$ cat src/rtl/tbt_pkg.sv
package tbt_pkg;
  localparam int TB_W  = 64;
  localparam int TAP_W = 6;
  localparam int REG_W = 32;

  // control fields
  localparam int C_WD_PER_LO  = 30;
  localparam int C_WD_IEN     = 27;
  localparam int C_DEC_IEN    = 26;
  localparam int C_FI_PER_LO  = 24;
  localparam int C_FI_IEN     = 23;
  localparam int C_AUTORELOAD = 22;
  localparam int C_WD_EXT_LO  = 17;
  localparam int C_FI_EXT_LO  = 13;

  // status fields
  localparam int S_WD_STS  = 30;
  localparam int S_DEC_STS = 27;
  localparam int S_FI_STS  = 26;

  localparam int NSRC  = 2;
  localparam int SRC_FI = 0;
  localparam int SRC_WD = 1;

  typedef enum logic {
    DEC_TABLE = 1'b0,
    DEC_EXT   = 1'b1
  } tap_mode_e;

  function automatic logic [TAP_W-1:0] ext_tap(input logic [1:0] per,
                                               input logic [3:0] per_ext);
    logic [TAP_W-1:0] code;
    code = {per_ext, 2'b00} | {4'b0000, per};
    return TAP_W'(TB_W - 1) - code;
  endfunction
endpackage

$ cat src/rtl/tbt_time_base.sv
module tbt_time_base #(
  parameter int W = 64
) (
  input  logic         clk,
  input  logic         rst,
  input  logic         tick_en,
  output logic [W-1:0] tb_q
);
  always_ff @(posedge clk) begin
    if (rst)          tb_q <= '0;
    else if (tick_en) tb_q <= tb_q + W'(1);
  end

  assert_tb_hold_R2: assert property (@(posedge clk) disable iff (rst)
    !tick_en |=> $stable(tb_q));
  assert_tb_step_R2: assert property (@(posedge clk) disable iff (rst)
    tick_en |=> (tb_q == $past(tb_q) + W'(1)));
endmodule

$ cat src/rtl/tbt_tap_decode.sv
module tbt_tap_decode
  import tbt_pkg::*;
#(
  parameter logic [3:0][TAP_W-1:0] TAPS = {6'd29, 6'd25, 6'd21, 6'd17}
) (
  input  tap_mode_e        mode,
  input  logic [1:0]       per,
  input  logic [3:0]       per_ext,
  output logic [TAP_W-1:0] tap_idx
);
  always_comb begin
    if (mode == DEC_EXT) tap_idx = ext_tap(per, per_ext);
    else                 tap_idx = TAPS[per];
  end
endmodule

$ cat src/rtl/tbt_edge_det.sv
module tbt_edge_det #(
  parameter int W  = 64,
  parameter int IW = 6
) (
  input  logic          clk,
  input  logic          rst,
  input  logic [W-1:0]  tb,
  input  logic [IW-1:0] tap_idx,
  output logic          evt
);
  logic          cur_bit;
  logic          prev_bit;
  logic [IW-1:0] prev_idx;
  logic          same_tap;

  assign cur_bit  = tb[tap_idx];
  assign same_tap = (tap_idx == prev_idx);
  assign evt      = same_tap & cur_bit & ~prev_bit;

  // re-sample every cycle; a moved tap just reloads the history
  always_ff @(posedge clk) begin
    if (rst) begin
      prev_bit <= 1'b0;
      prev_idx <= '0;
    end else begin
      prev_bit <= cur_bit;
      prev_idx <= tap_idx;
    end
  end

  assert_no_event_on_retap_R9: assert property (@(posedge clk) disable iff (rst)
    (tap_idx != $past(tap_idx)) |-> !evt);
  assert_event_needs_rise_R6: assert property (@(posedge clk) disable iff (rst)
    evt |-> (tb[tap_idx] && !$past(tb[tap_idx])));
endmodule

$ cat src/rtl/tbt_regs.sv
module tbt_regs
  import tbt_pkg::*;
(
  input  logic             clk,
  input  logic             rst,
  input  logic             ctrl_we,
  input  logic [REG_W-1:0] ctrl_wdata,
  input  logic             stat_we,
  input  logic [REG_W-1:0] stat_wdata,
  input  logic             fi_set,
  input  logic             wd_set,
  input  logic             dec_set,
  output logic [REG_W-1:0] ctrl_q,
  output logic [REG_W-1:0] stat_q,
  output logic             fit_irq,
  output logic             wdog_irq,
  output logic             dec_irq
);
  localparam logic [REG_W-1:0] STS_MASK =
    (REG_W'(1) << S_WD_STS) | (REG_W'(1) << S_DEC_STS) | (REG_W'(1) << S_FI_STS);

  logic [REG_W-1:0] set_vec;
  logic [REG_W-1:0] clr_vec;
  logic [REG_W-1:0] stat_nxt;

  always_comb begin
    set_vec = '0;
    set_vec[S_FI_STS]  = fi_set;
    set_vec[S_WD_STS]  = wd_set;
    set_vec[S_DEC_STS] = dec_set;
    clr_vec  = stat_we ? stat_wdata : '0;
    stat_nxt = ((stat_q & ~clr_vec) | set_vec) & STS_MASK;
  end

  always_ff @(posedge clk) begin
    if (rst) begin
      ctrl_q   <= '0;
      stat_q   <= '0;
      fit_irq  <= 1'b0;
      wdog_irq <= 1'b0;
      dec_irq  <= 1'b0;
    end else begin
      if (ctrl_we) ctrl_q <= ctrl_wdata;
      stat_q   <= stat_nxt;
      fit_irq  <= stat_q[S_FI_STS]  & ctrl_q[C_FI_IEN];
      wdog_irq <= stat_q[S_WD_STS]  & ctrl_q[C_WD_IEN];
      dec_irq  <= stat_q[S_DEC_STS] & ctrl_q[C_DEC_IEN];
    end
  end

  assert_event_wins_R8: assert property (@(posedge clk) disable iff (rst)
    fi_set |=> stat_q[S_FI_STS]);
  assert_wd_event_wins_R8: assert property (@(posedge clk) disable iff (rst)
    wd_set |=> stat_q[S_WD_STS]);
  assert_sticky_R6: assert property (@(posedge clk) disable iff (rst)
    (stat_q[S_FI_STS] && !(stat_we && stat_wdata[S_FI_STS])) |=> stat_q[S_FI_STS]);
  assert_no_spurious_set_R6: assert property (@(posedge clk) disable iff (rst)
    (!stat_q[S_WD_STS] && !wd_set) |=> !stat_q[S_WD_STS]);
  assert_w1c_R7: assert property (@(posedge clk) disable iff (rst)
    (stat_we && stat_wdata[S_FI_STS] && !fi_set) |=> !stat_q[S_FI_STS]);
  assert_irq_follows_R10: assert property (@(posedge clk) disable iff (rst)
    (stat_q[S_WD_STS] && ctrl_q[C_WD_IEN]) |=> wdog_irq);
  assert_irq_masked_R10: assert property (@(posedge clk) disable iff (rst)
    !ctrl_q[C_FI_IEN] |=> !fit_irq);
  assert_dec_set_R11: assert property (@(posedge clk) disable iff (rst)
    dec_set |=> stat_q[S_DEC_STS]);
endmodule

$ cat src/rtl/tbt_tap_timers.sv
module tbt_tap_timers
  import tbt_pkg::*;
#(
  parameter logic [3:0][TAP_W-1:0] FI_TAPS = {6'd29, 6'd25, 6'd21, 6'd17},
  parameter logic [3:0][TAP_W-1:0] WD_TAPS = {6'd41, 6'd37, 6'd33, 6'd29}
) (
  input  logic             clk,
  input  logic             rst,
  input  logic             tick_en,
  input  logic             ext_mode,
  input  logic             ctrl_we,
  input  logic [REG_W-1:0] ctrl_wdata,
  input  logic             stat_we,
  input  logic [REG_W-1:0] stat_wdata,
  input  logic             dec_event,
  output logic [TB_W-1:0]  time_base,
  output logic [REG_W-1:0] ctrl_q,
  output logic [REG_W-1:0] stat_q,
  output logic             fit_irq,
  output logic             wdog_irq,
  output logic             dec_irq,
  output logic             dec_status,
  output logic             dec_irq_en,
  output logic             dec_autoreload
);
  tap_mode_e        mode;
  logic [NSRC-1:0]  evt;
  logic [1:0]       per     [NSRC];
  logic [3:0]       per_ext [NSRC];
  logic [TAP_W-1:0] tap     [NSRC];

  assign mode = tap_mode_e'(ext_mode);

  assign per[SRC_FI]     = ctrl_q[C_FI_PER_LO +: 2];
  assign per_ext[SRC_FI] = ctrl_q[C_FI_EXT_LO +: 4];
  assign per[SRC_WD]     = ctrl_q[C_WD_PER_LO +: 2];
  assign per_ext[SRC_WD] = ctrl_q[C_WD_EXT_LO +: 4];

  tbt_time_base #(.W(TB_W)) u_tb (
    .clk(clk), .rst(rst), .tick_en(tick_en), .tb_q(time_base)
  );

  for (genvar g = 0; g < NSRC; g++) begin : g_src
    localparam logic [3:0][TAP_W-1:0] TBL = (g == SRC_FI) ? FI_TAPS : WD_TAPS;

    tbt_tap_decode #(.TAPS(TBL)) u_dec (
      .mode(mode), .per(per[g]), .per_ext(per_ext[g]), .tap_idx(tap[g])
    );

    tbt_edge_det #(.W(TB_W), .IW(TAP_W)) u_edge (
      .clk(clk), .rst(rst), .tb(time_base), .tap_idx(tap[g]), .evt(evt[g])
    );
  end

  tbt_regs u_regs (
    .clk(clk), .rst(rst),
    .ctrl_we(ctrl_we), .ctrl_wdata(ctrl_wdata),
    .stat_we(stat_we), .stat_wdata(stat_wdata),
    .fi_set(evt[SRC_FI]), .wd_set(evt[SRC_WD]), .dec_set(dec_event),
    .ctrl_q(ctrl_q), .stat_q(stat_q),
    .fit_irq(fit_irq), .wdog_irq(wdog_irq), .dec_irq(dec_irq)
  );

  assign dec_status     = stat_q[S_DEC_STS];
  assign dec_irq_en     = ctrl_q[C_DEC_IEN];
  assign dec_autoreload = ctrl_q[C_AUTORELOAD];

  assert_reset_clean_R1: assert property (@(posedge clk)
    rst |=> (ctrl_q == '0 && stat_q == '0 && time_base == '0));
endmodule

$ cat config.mk
export PLATFORM = sky130hd
export DESIGN_NAME = tbt_tap_timers
export DESIGN_NICKNAME = d
export VERILOG_FILES = /design/src/rtl/tbt_pkg.sv /design/src/rtl/tbt_time_base.sv /design/src/rtl/tbt_tap_decode.sv /design/src/rtl/tbt_edge_det.sv /design/src/rtl/tbt_regs.sv /design/src/rtl/tbt_tap_timers.sv
export SDC_FILE = /design/constraint.sdc
export NUM_CORES = 1
export LEC_CHECK = 0
export ABC_AREA = 1
export BUFFER_PORTS_ARGS = -buffer_cell sky130_fd_sc_hd__clkbuf_2
export CAP_MARGIN = 20
export CORE_MARGIN = 2
export CORE_UTILIZATION = 45
export CTS_BUF_LIST = sky130_fd_sc_hd__clkbuf_16
export DETAILED_ROUTE_END_ITERATION = 10
export PLACE_DENSITY = 0.77
export SYNTH_ARGS = -nofsm -noshare
export SYNTH_HDL_FRONTEND = slang
export SYNTH_HIERARCHICAL = 1
export SYNTH_SLANG_ARGS = --single-unit
$ cat constraint.sdc
create_clock -name clk -period 2.4 [get_ports clk]
set_input_delay 0.48 -clock clk [delete_from_list [all_inputs] [get_ports clk]]
set_output_delay 0.48 -clock clk [all_outputs]
set_load 0.005 [all_outputs]
# After elaboration in Yosys (flattened, before gate mapping)
# Index checks and enable logic that the tools add are counted.
[totals]
output_inout_bits = 134
word_cells = 44
regBits = 116
[classes]
bitwise_logic = 14
muxes = 11
order_cmp = 4
n_eq_ne = 2
n_addsub = 3
[op_table]
columns = ["operator", "count"]
rows = [
  ["$add 64x1->64 const B", 1],
  ["$and 31x31->31", 1],
  ["$mux 31", 1],
  ["$not 31->31", 1],
  ["$or 31x31->31", 1],
  ["$bmux 6 s2", 2],
  ["$mux 6", 4],
  ["$lt 6x7->1 const B", 2],
  ["$bmux 1 s6", 2],
  ["$eq 6x6->1", 2],
  ["$or 6x2->6", 2],
  ["$sub 6x6->6 const A", 2],
  ["$and 1x1->1", 7],
  ["$lt 2x3->1 const B", 2],
  ["$mux 1", 2],
  ["$not 1->1", 2],
]

# Logic depth before layout (Yosys ltp)
# Gate-level depths: netlist (run 1).
[depth]
ltp_word = 8
depth_mapped = 14
mapped_depth_nobuf = 13

# Cells and area by module
# Netlist (run 1), hierarchy kept.
[modules_own_cells]
columns = ["mod", "n_inst", "area_per_inst_um2", "cells_per_inst"]
rows = [
  ["tbt_time_base", 1, 3836.2, 618],
  ["tbt_edge_det", 2, 948.4, 179],
  ["tbt_regs", 1, 1656.6, 194],
  ["tbt_tap_decode at g_src[1].u_dec", 1, 111.4, 25],
  ["tbt_tap_decode at g_src[0].u_dec", 1, 48.8, 13],
  ["tbt_tap_timers", 1, 22.5, 3],
]

# Worst setup path after synthesis (run 1)
# OpenSTA, ideal clock, no wires.
[synth_path]
path_kind = "flip-flop to flip-flop"
startpoint = "register u_regs.ctrl_q[30]"
endpoint = "register u_regs.stat_q[30]"
setup_slack_ps = 722
path_buffers = 0
stages_incl_launch_ff = 14
arrival_ps = 1608
cell_sequence = "dfxtp_1 -> inv_1 -> ha_1 -> inv_1 -> nand2_1 -> nand2_1 -> inv_1 -> nand2_1 -> o21ai_0 -> a21oi_1 -> nand4_1 -> a21oi_1 -> inv_1 -> a21oi_1"
[synth_lines]
columns = ["item", "line_no", "source"]
rows = [
  ["start, declared", "tbt_regs.sv:13", "output logic [REG_W-1:0] ctrl_q,"],
  ["start signal, assigned", "tbt_regs.sv:43", "if (ctrl_we) ctrl_q <= ctrl_wdata;"],
  ["end signal, assigned", "tbt_regs.sv:44", "stat_q <= stat_nxt;"],
  ["end, declared", "tbt_regs.sv:14", "output logic [REG_W-1:0] stat_q,"],
]

==> results list, run 1 <==
- The number of endpoints with negative hold slack in the final report came to 0.
* Die height: 134 µm
- From synthesis to final layout, the design area changed by 16.1%.
* Minimum clock period: roughly 2.1 ns
- Hold buffers post-CTS: 0
* Clock tree from TritonCTS: done
- Worst r2r path cells: 13
- The worst hold path begins at dec_event.
- For this run, the total global-route usage over all layers was measured as 0.251.
* Overall routed net length: 22.3 mm
- Synthesized-area fraction occupied by adder cells: 0.00496
* Average cell area after synthesis: 6.25 µm²
- Async set-reset flop share out of synthesis: 0
- Maximum level of the CTS H-tree: 4
* Main combinational cell family by area after synthesis: simple AND/OR/NAND/NOR gates
- Setup Skew: 0.0146 ns
- Cells along the critical path: inv_1 > ha_1 > inv_1 > nand2_1 > nand2_1 > inv_1 > nand2_1 > o21ai_0 > a21oi_1 > nand4_1 > a21oi_1 > inv_1 > a21oi_1
* Number of antenna violations at the first check in global routing: 0
- Gates resized during post-CTS repair numbered 0.
- Wire length of the first global-routing pass: 36.3 mm
- Once detailed placement completed, the half-perimeter wirelength came to 16.3 mm.
- For this block, the via count after detailed routing is about 8k.
* Pin count of the biggest net entering global routing: 75
* Max FO, Critical Path: 7
- In this run the standard cell core region covers about 0.017 mm².
* Final Slew Violations: 0
* Longest individual stage delay on the worst path: 0.38 ns
* Final core utilization: 0.532
* Kind of start point of the critical path: register
- Number of iterations in the first detailed-routing pass: 5
- Initial DRC count: between 800 and 900
- For this run, design rule violations remaining after detail routing come to 0.
- Internal power consumption: ~0.0037 W
- At the later pin of the worst-skew pair, clock insertion delay measures 0.43 ns.
- Routed vias/inst: 5.19
- Initial core utilization: 0.458
* Share of power burned in registers: 0.398
- Final total negative setup slack: 0 ns
* Top cells by count, synth: sky130_fd_sc_hd__nand2_1 (418), sky130_fd_sc_hd__nor2_1 (162), sky130_fd_sc_hd__nand3_1 (151)
- Combinational Power Share: 0.097
- The share of synthesized area in the top cell type comes to 0.307.
- Min-Delay Path Class: in2reg
- End point of the most critical hold path: u_regs/stat_q[27]
* Outcome: finished, final reports clean
- The most common cell in the synthesized netlist is sky130_fd_sc_hd__nand2_1.
* Crit-path most repeated cell: sky130_fd_sc_hd__inv_1
* Cell type of the slowest stage on the worst timing path: sky130_fd_sc_hd__dfxtp_1
- Maximum count of clock buffers along a single path: 2
- Clock-pin slew on the worst setup and hold paths: 0.06 ns
- The analysis attributes to cell leakage a power of ~3.8 nW.
- Of the total power, the share spent switching nets is 0.268.
- Number of distinct standard cells referenced by the synthesized netlist: 38
* Unrepaired setup endpoints after global routing: no
* Crit Reg-Reg Startpoint: u_regs/ctrl_q[30]
* Sort of element at the end of the critical path: register
- Of the total power, the clock network draws 0.506.
* Area of the multi-input gates: 0.00437 mm²
* Final nets: 1416
* Number of diodes: 0
- Post-synthesis share of cell area spent on xor and xnor gates: 0.0208
* Cell family with most CP delay: compound AO/OA/AOI/OAI gates
- Number of port buffers: 146
- Aggregate global routing overflow: 0
- Worst vdd ir: 475 µV
- Synthesized-area fraction occupied by and/or/nand/nor cells: 0.465
- Post-synthesis sequential element count: 116
- In the synthesized netlist the dominant register cell turns out to be sky130_fd_sc_hd__dfxtp_1.
* Final period utilization: 0.874
* Post-CTS Setup Inserts: 0
- Of the cells placed in the final design, the portion with a size suffix greater than 1 is 0.196.
- The via count of the first global-routing pass was 7408.
* Arrival time at the worst endpoint: 2.45 ns
* Fill cells: 1698
- In this run the critical register-to-register path is captured at u_regs/stat_q[30].
- Register area share after synthesis: 0.307
* TritonCTS buffer count: 17
- The congestion estimate from routability-driven global placement came to 0.966.
- The critical path contains buffers and inverters numbering 4 combined.
- CP Data Required Time: ~2.8 ns
- Number of antenna-violating nets in the routed design: 0
- Root buffer cell: sky130_fd_sc_hd__clkbuf_16
- After synthesis the cells add up to 0.00757 mm².
* Psw: between 0.001 and 0.0015 W
- The synthesized design contains 0 enable-type register cells.
- For flop-to-flop paths, the worst setup slack is 0.30 ns.
* Top cells by area, synth: sky130_fd_sc_hd__dfxtp_1 (31%), sky130_fd_sc_hd__nand2_1 (21%), sky130_fd_sc_hd__nand3_1 (10%), sky130_fd_sc_hd__nor2_1 (8.0%), sky130_fd_sc_hd__buf_4 (4.4%)
- The clock net in this run drives a total of 116 sinks.
- Routed WL per cell: approximately 14 µm
* Overall die width: 134 µm
- The worst setup path is of the reg2reg kind.
- 205 I/O pins were placed.
- Cell row count: 47
- Compound-gate portion of the synthesized area: 0.0719
* PD cells: a little under 600 mW/mm²
- Max_cap viols: 0
* Synth area leader: sky130_fd_sc_hd__dfxtp_1
- Ys Warns: 6
* Peak Freq: 477 MHz
- Number of instances on the worst hold path: 3
- Synthesized instance count: 1211
- Final Setup Violations: 0
- Multiplexer share of the synthesized area: 0
* Area taken by flip-flops and latches: 0.00232 mm²
- The die covers between 0.015 and 0.02 mm².
## power by group through the flow
stage          logic [W]  registers, W  clock network [W]
2_1_floorplan   0.000389       0.00205                  0
3_3_place_gp    0.000476       0.00205                  0
3_5_place_dp    0.000485       0.00206                  0
4_1_cts         0.000486       0.00201            0.00260
5_1_grt         0.000554       0.00202            0.00270
6_report        0.000490       0.00201            0.00256
## per-layer routing
metal	routed length, µm	GRT usage
met1	9450	0.330
met5	0	0
met2	9980	0.392
met4	693	0.111
met3	2130	0.0578
## logic make-up after synthesis
group / Yosys count
other: 1
AND/OR/NAND/NOR: 812
buffers and inverters: 166
adder cells (fa/ha/maj): 3
AO/OA/AOI/OAI: 95
XOR/XNOR: 18
flip-flops: 116
## tightest hold or removal path, stage by stage
cell                       delay [ns]
sky130_fd_sc_hd__clkbuf_2        0.08
sky130_fd_sc_hd__inv_1           0.04
sky130_fd_sc_hd__a21oi_1         0.05
## state kept, by name, indices dropped and copies added, names as in the netlist
register and count:
u_tb/tb_q 64, u_regs/ctrl_q 32, g_src.u_edge/prev_idx 12, u_regs/stat_q 3
g_src.u_edge/prev_bit 2, u_regs/dec_irq 1, u_regs/fit_irq 1, u_regs/wdog_irq 1
## metrics by stage
stage / cell area, µm² / instances / setup slack [ns] / power [W] / hold slack (ns)
final: 8790 / 1575 / 0.303 / 0.00507 / 0.282
after global routing: 8790 / 1575 / 0.114 / 0.00527 / 0.285
after CTS: 8790 / 1575 / 0.325 / 0.00510 / 0.263
after detailed placement: 8200 / 1543 / 0.122 / 0.00254 / 0.443
after global placement: 8200 / 1543 / 0.126 / 0.00253 / 0.437
after floorplan: 7680 / 1239 / 0.722 / 0.00244 / 0.439
## how the worst max path moves through the flow
stage | startpoint | end | slack [ns] | cells past startpoint
floorplan | u_regs/ctrl_q[30] | u_regs/stat_q[30] | 0.72 | 13
global placement | ext_mode | u_regs/stat_q[30] | 0.13 | 14
detailed placement | ext_mode | u_regs/stat_q[30] | 0.12 | 14
CTS | u_regs/ctrl_q[30] | u_regs/stat_q[30] | 0.33 | 13
global route | u_regs/ctrl_q[30] | u_regs/stat_q[30] | 0.11 | 13
finish | u_regs/ctrl_q[30] | u_regs/stat_q[30] | 0.30 | 13
## layout by cell type, fill, tap and decap left out, types with 13 or more instances in the layout
| cell type | n |
|---|---|
| sky130_fd_sc_hd__o21ai_0 | 18 |
| sky130_fd_sc_hd__nor2_1 | 162 |
| sky130_fd_sc_hd__nand3_1 | 151 |
| sky130_fd_sc_hd__clkbuf_16 | 17 |
| sky130_fd_sc_hd__nand2_2 | 16 |
| sky130_fd_sc_hd__a21oi_1 | 56 |
| sky130_fd_sc_hd__inv_1 | 80 |
| sky130_fd_sc_hd__clkbuf_2 | 146 |
| sky130_fd_sc_hd__conb_1 | 29 |
| sky130_fd_sc_hd__nand2_1 | 418 |
| sky130_fd_sc_hd__nor2_2 | 17 |
| sky130_fd_sc_hd__a21oi_2 | 13 |
| sky130_fd_sc_hd__dfxtp_1 | 116 |
## layout make-up
class                           instances  share of cell area
Sequential cell                       116               0.264
Inverter                               91              0.0408
Multi-Input combinational cell        957               0.497
Timing Repair Buffer                  159              0.0985
Clock inverter                         15              0.0194
Clock buffer                           17              0.0484
Tap cell                              220              0.0313
Power figures use the tool's default switching activity.
==> run 2: changes to the inputs <==
--- a/config.mk
+++ b/config.mk
@@ -6,13 +6,13 @@
 export NUM_CORES = 1
 export LEC_CHECK = 0
 export ABC_AREA = 1
-export BUFFER_PORTS_ARGS = -buffer_cell sky130_fd_sc_hd__clkbuf_2
 export CAP_MARGIN = 20
 export CORE_MARGIN = 2
-export CORE_UTILIZATION = 45
+export CORE_UTILIZATION = 30
 export CTS_BUF_LIST = sky130_fd_sc_hd__clkbuf_16
 export DETAILED_ROUTE_END_ITERATION = 10
-export PLACE_DENSITY = 0.77
+export DONT_BUFFER_PORTS = 1
+export PLACE_DENSITY = 0.51
 export SYNTH_ARGS = -nofsm -noshare
 export SYNTH_HDL_FRONTEND = slang
 export SYNTH_HIERARCHICAL = 1
==> run 2 against run 1 <==
  * Clock power decreased by 4%
  * Core utilization down 20 points
  * Critical path depth did not move
  * Non-clock buffer count down 143
  * Sequential cell count is the same
  * Cell area is 7.0% lower
  * Fmax down 1.6%
  * Total power is 4.0% lower
  * Routed wire length rose by 11%
  * Final cell count down 2.1%
  * Critical path type unchanged
==> results list, run 2 (synthesis gave the netlist of run 1 again) <==
* Met1 routed wirelength after detailed routing: 11.2 mm (+19%)
- Number of flip-flops in the largest register: 64 (unchanged)
- Max FO, Critical Path: 7 (unchanged)
- The maximum number of buffers from clock root to sink was 2 (unchanged).
* Crit-path most repeated cell: sky130_fd_sc_hd__inv_1
- Longest individual stage delay on the worst path: 0.43 ns (+0.05 ns)
* Aggregate global routing overflow: 0 (unchanged)
- Min-Delay Path Class: in2reg
- Root buffer cell: sky130_fd_sc_hd__clkbuf_16
- The count of antenna diodes in the layout was 0 (unchanged).
- The worst setup path is launched from a register.
- Max_cap viols: 0 (unchanged)
* Pleak: 3.19 nW (-17%)
- The register clock-pin slew on the reported worst setup and hold paths is 0.06 ns (about the same).
- Pin slew with the least headroom to its limit: 0.509 ns
- Number of iterations in the first detailed-routing pass: 5 (unchanged)
- Sort of element at the end of the critical path: register
- u_tb/tb_q holds more flip-flops than any other register.
- The number of core rows came to 58 (+23%).
- The global placement routability congestion was 0.843 (-13%).
* Highest routed metal layer: met4
- Placed wire-length estimate after detailed placement: 17.8 mm (+9.4%)
- The final clock period utilization by the worst path is 0.888 (+0.0143).
- The total vias in the final route came to 7493 (-8.4%).
* Cell family with most CP delay: compound AO/OA/AOI/OAI gates
* Number of cells in the design after placement: 1510 (-2.1%)
- Number of antenna-violating nets in the routed design: 0 (unchanged)
- The global-route wire length before repair was 38.0 mm (+4.6%).
- Fill cells: 2779 (+64%)
* Largest registers ranked by flip-flop count: u_tb/tb_q x64, u_regs/ctrl_q x32, g_src.u_edge/prev_idx x12
- The maximum clock skew at final layout is 0.0156 ns (+0.000930 ns).
- Fraction of layout instances using a drive strength above 1: 0.101 (-0.0948)
- The data required time at the worst endpoint was 2.74 ns (about the same).
- The number of buffers and inverters on the critical path is 4 (unchanged).
- Internal power consumption: 0.00353 W (-4.8%)
* Initial DRC count: 575 (-33%)
* Final total negative setup slack: 0 ns (unchanged)
- Final Setup Violations: 0 (unchanged)
* Most frequent cells in the layout: sky130_fd_sc_hd__nand2_1 (418), sky130_fd_sc_hd__nor2_1 (162), sky130_fd_sc_hd__nand3_1 (151), sky130_fd_sc_hd__dfxtp_1 (116), sky130_fd_sc_hd__inv_1 (81)
- Share of power burned in registers: 0.415 (+0.017)
* Number of clock sinks seen by CTS: 116 (unchanged)
- The clock group share of total power was 0.505 (about the same).
- Measured against its own limit, the worst slew margin works out to 0.661.
- Outcome: finished, final reports clean
* Final nets: 1273 (-10%)
- The die extent in x came to 163 µm (+22%).
- Psw: 0.00133 W (-2.0%)
- The post-layout minimum cycle time came to 2.13 ns (+0.0344 ns).
- The number of primary I/O pins came to 205 (unchanged).
- Die height: 163 µm (+22%)
- The via count of the first global-routing pass came to 6580 (-11%).
* GRT Resource Usage Total: 0.186 (-0.0644)
- Hold buffers post-CTS: 0 (unchanged)
- The combinational cell fraction of total power came to 0.079 (-0.018).
* Number of hold violations in the final report: 0 (unchanged)
- The remaining routing DRC violations is 0 (unchanged).
- The worst endpoint data arrival time was 2.48 ns (+0.03 ns).
- Setup repair after global routing left no endpoint under its margin.
- Number of port buffers: 0 (-100%)
- Worst vdd ir: 374 µV (-21%)
* Initial core utilization: 0.303 (-0.155)
* Final Slew Violations: 0 (unchanged)
- The slowest stage of the critical path is the sky130_fd_sc_hd__dfxtp_1 cell.
- Path type of the worst setup path: reg2reg
- The via density per instance was 4.86 (-6.5%).
- The H-tree depth reported by CTS was 4 (unchanged).
* Peak Freq: 469 MHz (-1.6%)
* Final Instance Count excl. Fillers: 1542 (-2.1%)
* Core region area: 0.0250 mm² (+51%)
- The signal on the critical path passes through inv_1 > ha_1 > inv_1 > nand2_1 > nand2_1 > inv_1 > nand2_1 > o21ai_0 > a21oi_1 > nand4_1 > a21oi_2 > inv_1 > a21oi_1.
* TritonCTS buffer count: 17 (unchanged)
- The total setup buffers inserted after CTS was 0 (unchanged).
* Share of total power consumed by net switching: 0.273 (+0.00562)
* Die Footprint: 0.0265 mm² (+48%)
- The routed wirelength normalized by instance count was 16.0 µm (+13%).
- The largest net degree at the start of global routing came to 76 (+1.3%).
- The power per unit of standard cell area is 595 mW/mm² (+3.2%).
- Overall routed net length: 24.7 mm (+11%)
* Clock tree from TritonCTS: done
* Synthesis-to-layout area growth: 7.96%
- Later-pin clock latency in the skew report: 0.42 ns (about the same)
- Total met2 wirelength after detailed routing: 11.1 mm (+11%)
- The initial antenna violation count is 0 (unchanged).
- Most common cell after layout, fill and taps aside: sky130_fd_sc_hd__nand2_1
- Detail Route met3 WL: 1.92 mm (-9.7%)
## run 2: cell count changes in the layout (fill, tap and decap cells not counted)
cell	delta
sky130_fd_sc_hd__inv_8	-1
sky130_fd_sc_hd__clkinvlp_4	+3
sky130_fd_sc_hd__buf_4	+4
sky130_fd_sc_hd__bufinv_16	-1
sky130_fd_sc_hd__clkinv_4	-1
sky130_fd_sc_hd__inv_6	-2
sky130_fd_sc_hd__clkinv_2	+1
sky130_fd_sc_hd__a21oi_2	+1
sky130_fd_sc_hd__clkbuf_2	-146
sky130_fd_sc_hd__inv_1	+1
sky130_fd_sc_hd__buf_12	-1
sky130_fd_sc_hd__a21oi_1	-1
## run 2: final cells by class
class	count	area (µm²)	share of cell area
Clock buffer	17	425	0.0520
Timing Repair Buffer	16	145	0.0178
Clock inverter	15	134	0.0164
Sequential cell	116	2320	0.284
Multi-Input combinational cell	957	4380	0.535
Tap cell	330	413	0.0505
Inverter	91	359	0.0439
## run 2: routing by layer
metal | GRT usage | vias to the layer above
met5 | 0 | -
met4 | 0.0531 | 0
met3 | 0.0499 | 26
met2 | 0.294 | 265
met1 | 0.249 | 3438
li1 | - | 3764
## run 2: worst register-to-register path, cell delays in order (launching register included)
cell                      delay [ns]
sky130_fd_sc_hd__dfxtp_1        0.43
sky130_fd_sc_hd__inv_1          0.11
sky130_fd_sc_hd__ha_1           0.30
sky130_fd_sc_hd__inv_1          0.05
sky130_fd_sc_hd__nand2_1        0.04
sky130_fd_sc_hd__nand2_1        0.19
sky130_fd_sc_hd__inv_1          0.19
sky130_fd_sc_hd__nand2_1        0.08
sky130_fd_sc_hd__o21ai_0        0.07
sky130_fd_sc_hd__a21oi_1        0.13
sky130_fd_sc_hd__nand4_1        0.13
sky130_fd_sc_hd__a21oi_2        0.16
sky130_fd_sc_hd__inv_1          0.05
sky130_fd_sc_hd__a21oi_1        0.12
## run 2: repair_timing
action | CTS | global route
gates resized for setup | 0 | 1
setup endpoints to repair | 0 | 1
hold endpoints to repair | 0 | 0
## run 2: path summary, 6_finish.rpt
check                      end               from  slack [ns]  depth (start not counted)
max          u_regs/stat_q[30]  u_regs/ctrl_q[30]        0.27                         13
min          u_regs/ctrl_q[15]                rst        0.12                          1
min reg2reg   u_regs/ctrl_q[8]   u_regs/ctrl_q[8]        0.48                          2
max reg2reg  u_regs/stat_q[30]  u_regs/ctrl_q[30]        0.27                         13
## run 2: through the flow
| stage | total power [W] | cell area (µm²) | setup WS [ns] | utilization | hold WS (ns) |
|---|---|---|---|---|---|
| 5_1_grt | 0.00507 | 8180 | 0.0542 | 0.327 | 0.0868 |
| 4_1_cts | 0.00492 | 8170 | 0.134 | 0.327 | 0.103 |
| 2_1_floorplan | 0.00244 | 7680 | 0.722 | - | 0.439 |
| 6_report | 0.00486 | 8180 | 0.269 | 0.327 | 0.117 |
| 3_5_place_dp | 0.00245 | 7610 | 0.148 | 0.305 | 0.468 |
| 3_3_place_gp | 0.00244 | 7610 | 0.213 | 0.305 | 0.465 |
## run 2: power groups by stage
stage                     Clock [W]  Sequential, W  Combinational [W]
after floorplan                   0        0.00205           0.000389
after global placement            0        0.00206           0.000379
after detailed placement          0        0.00206           0.000384
after CTS                   0.00251        0.00202           0.000385
after global routing        0.00261        0.00202           0.000439
final                       0.00246        0.00202           0.000386
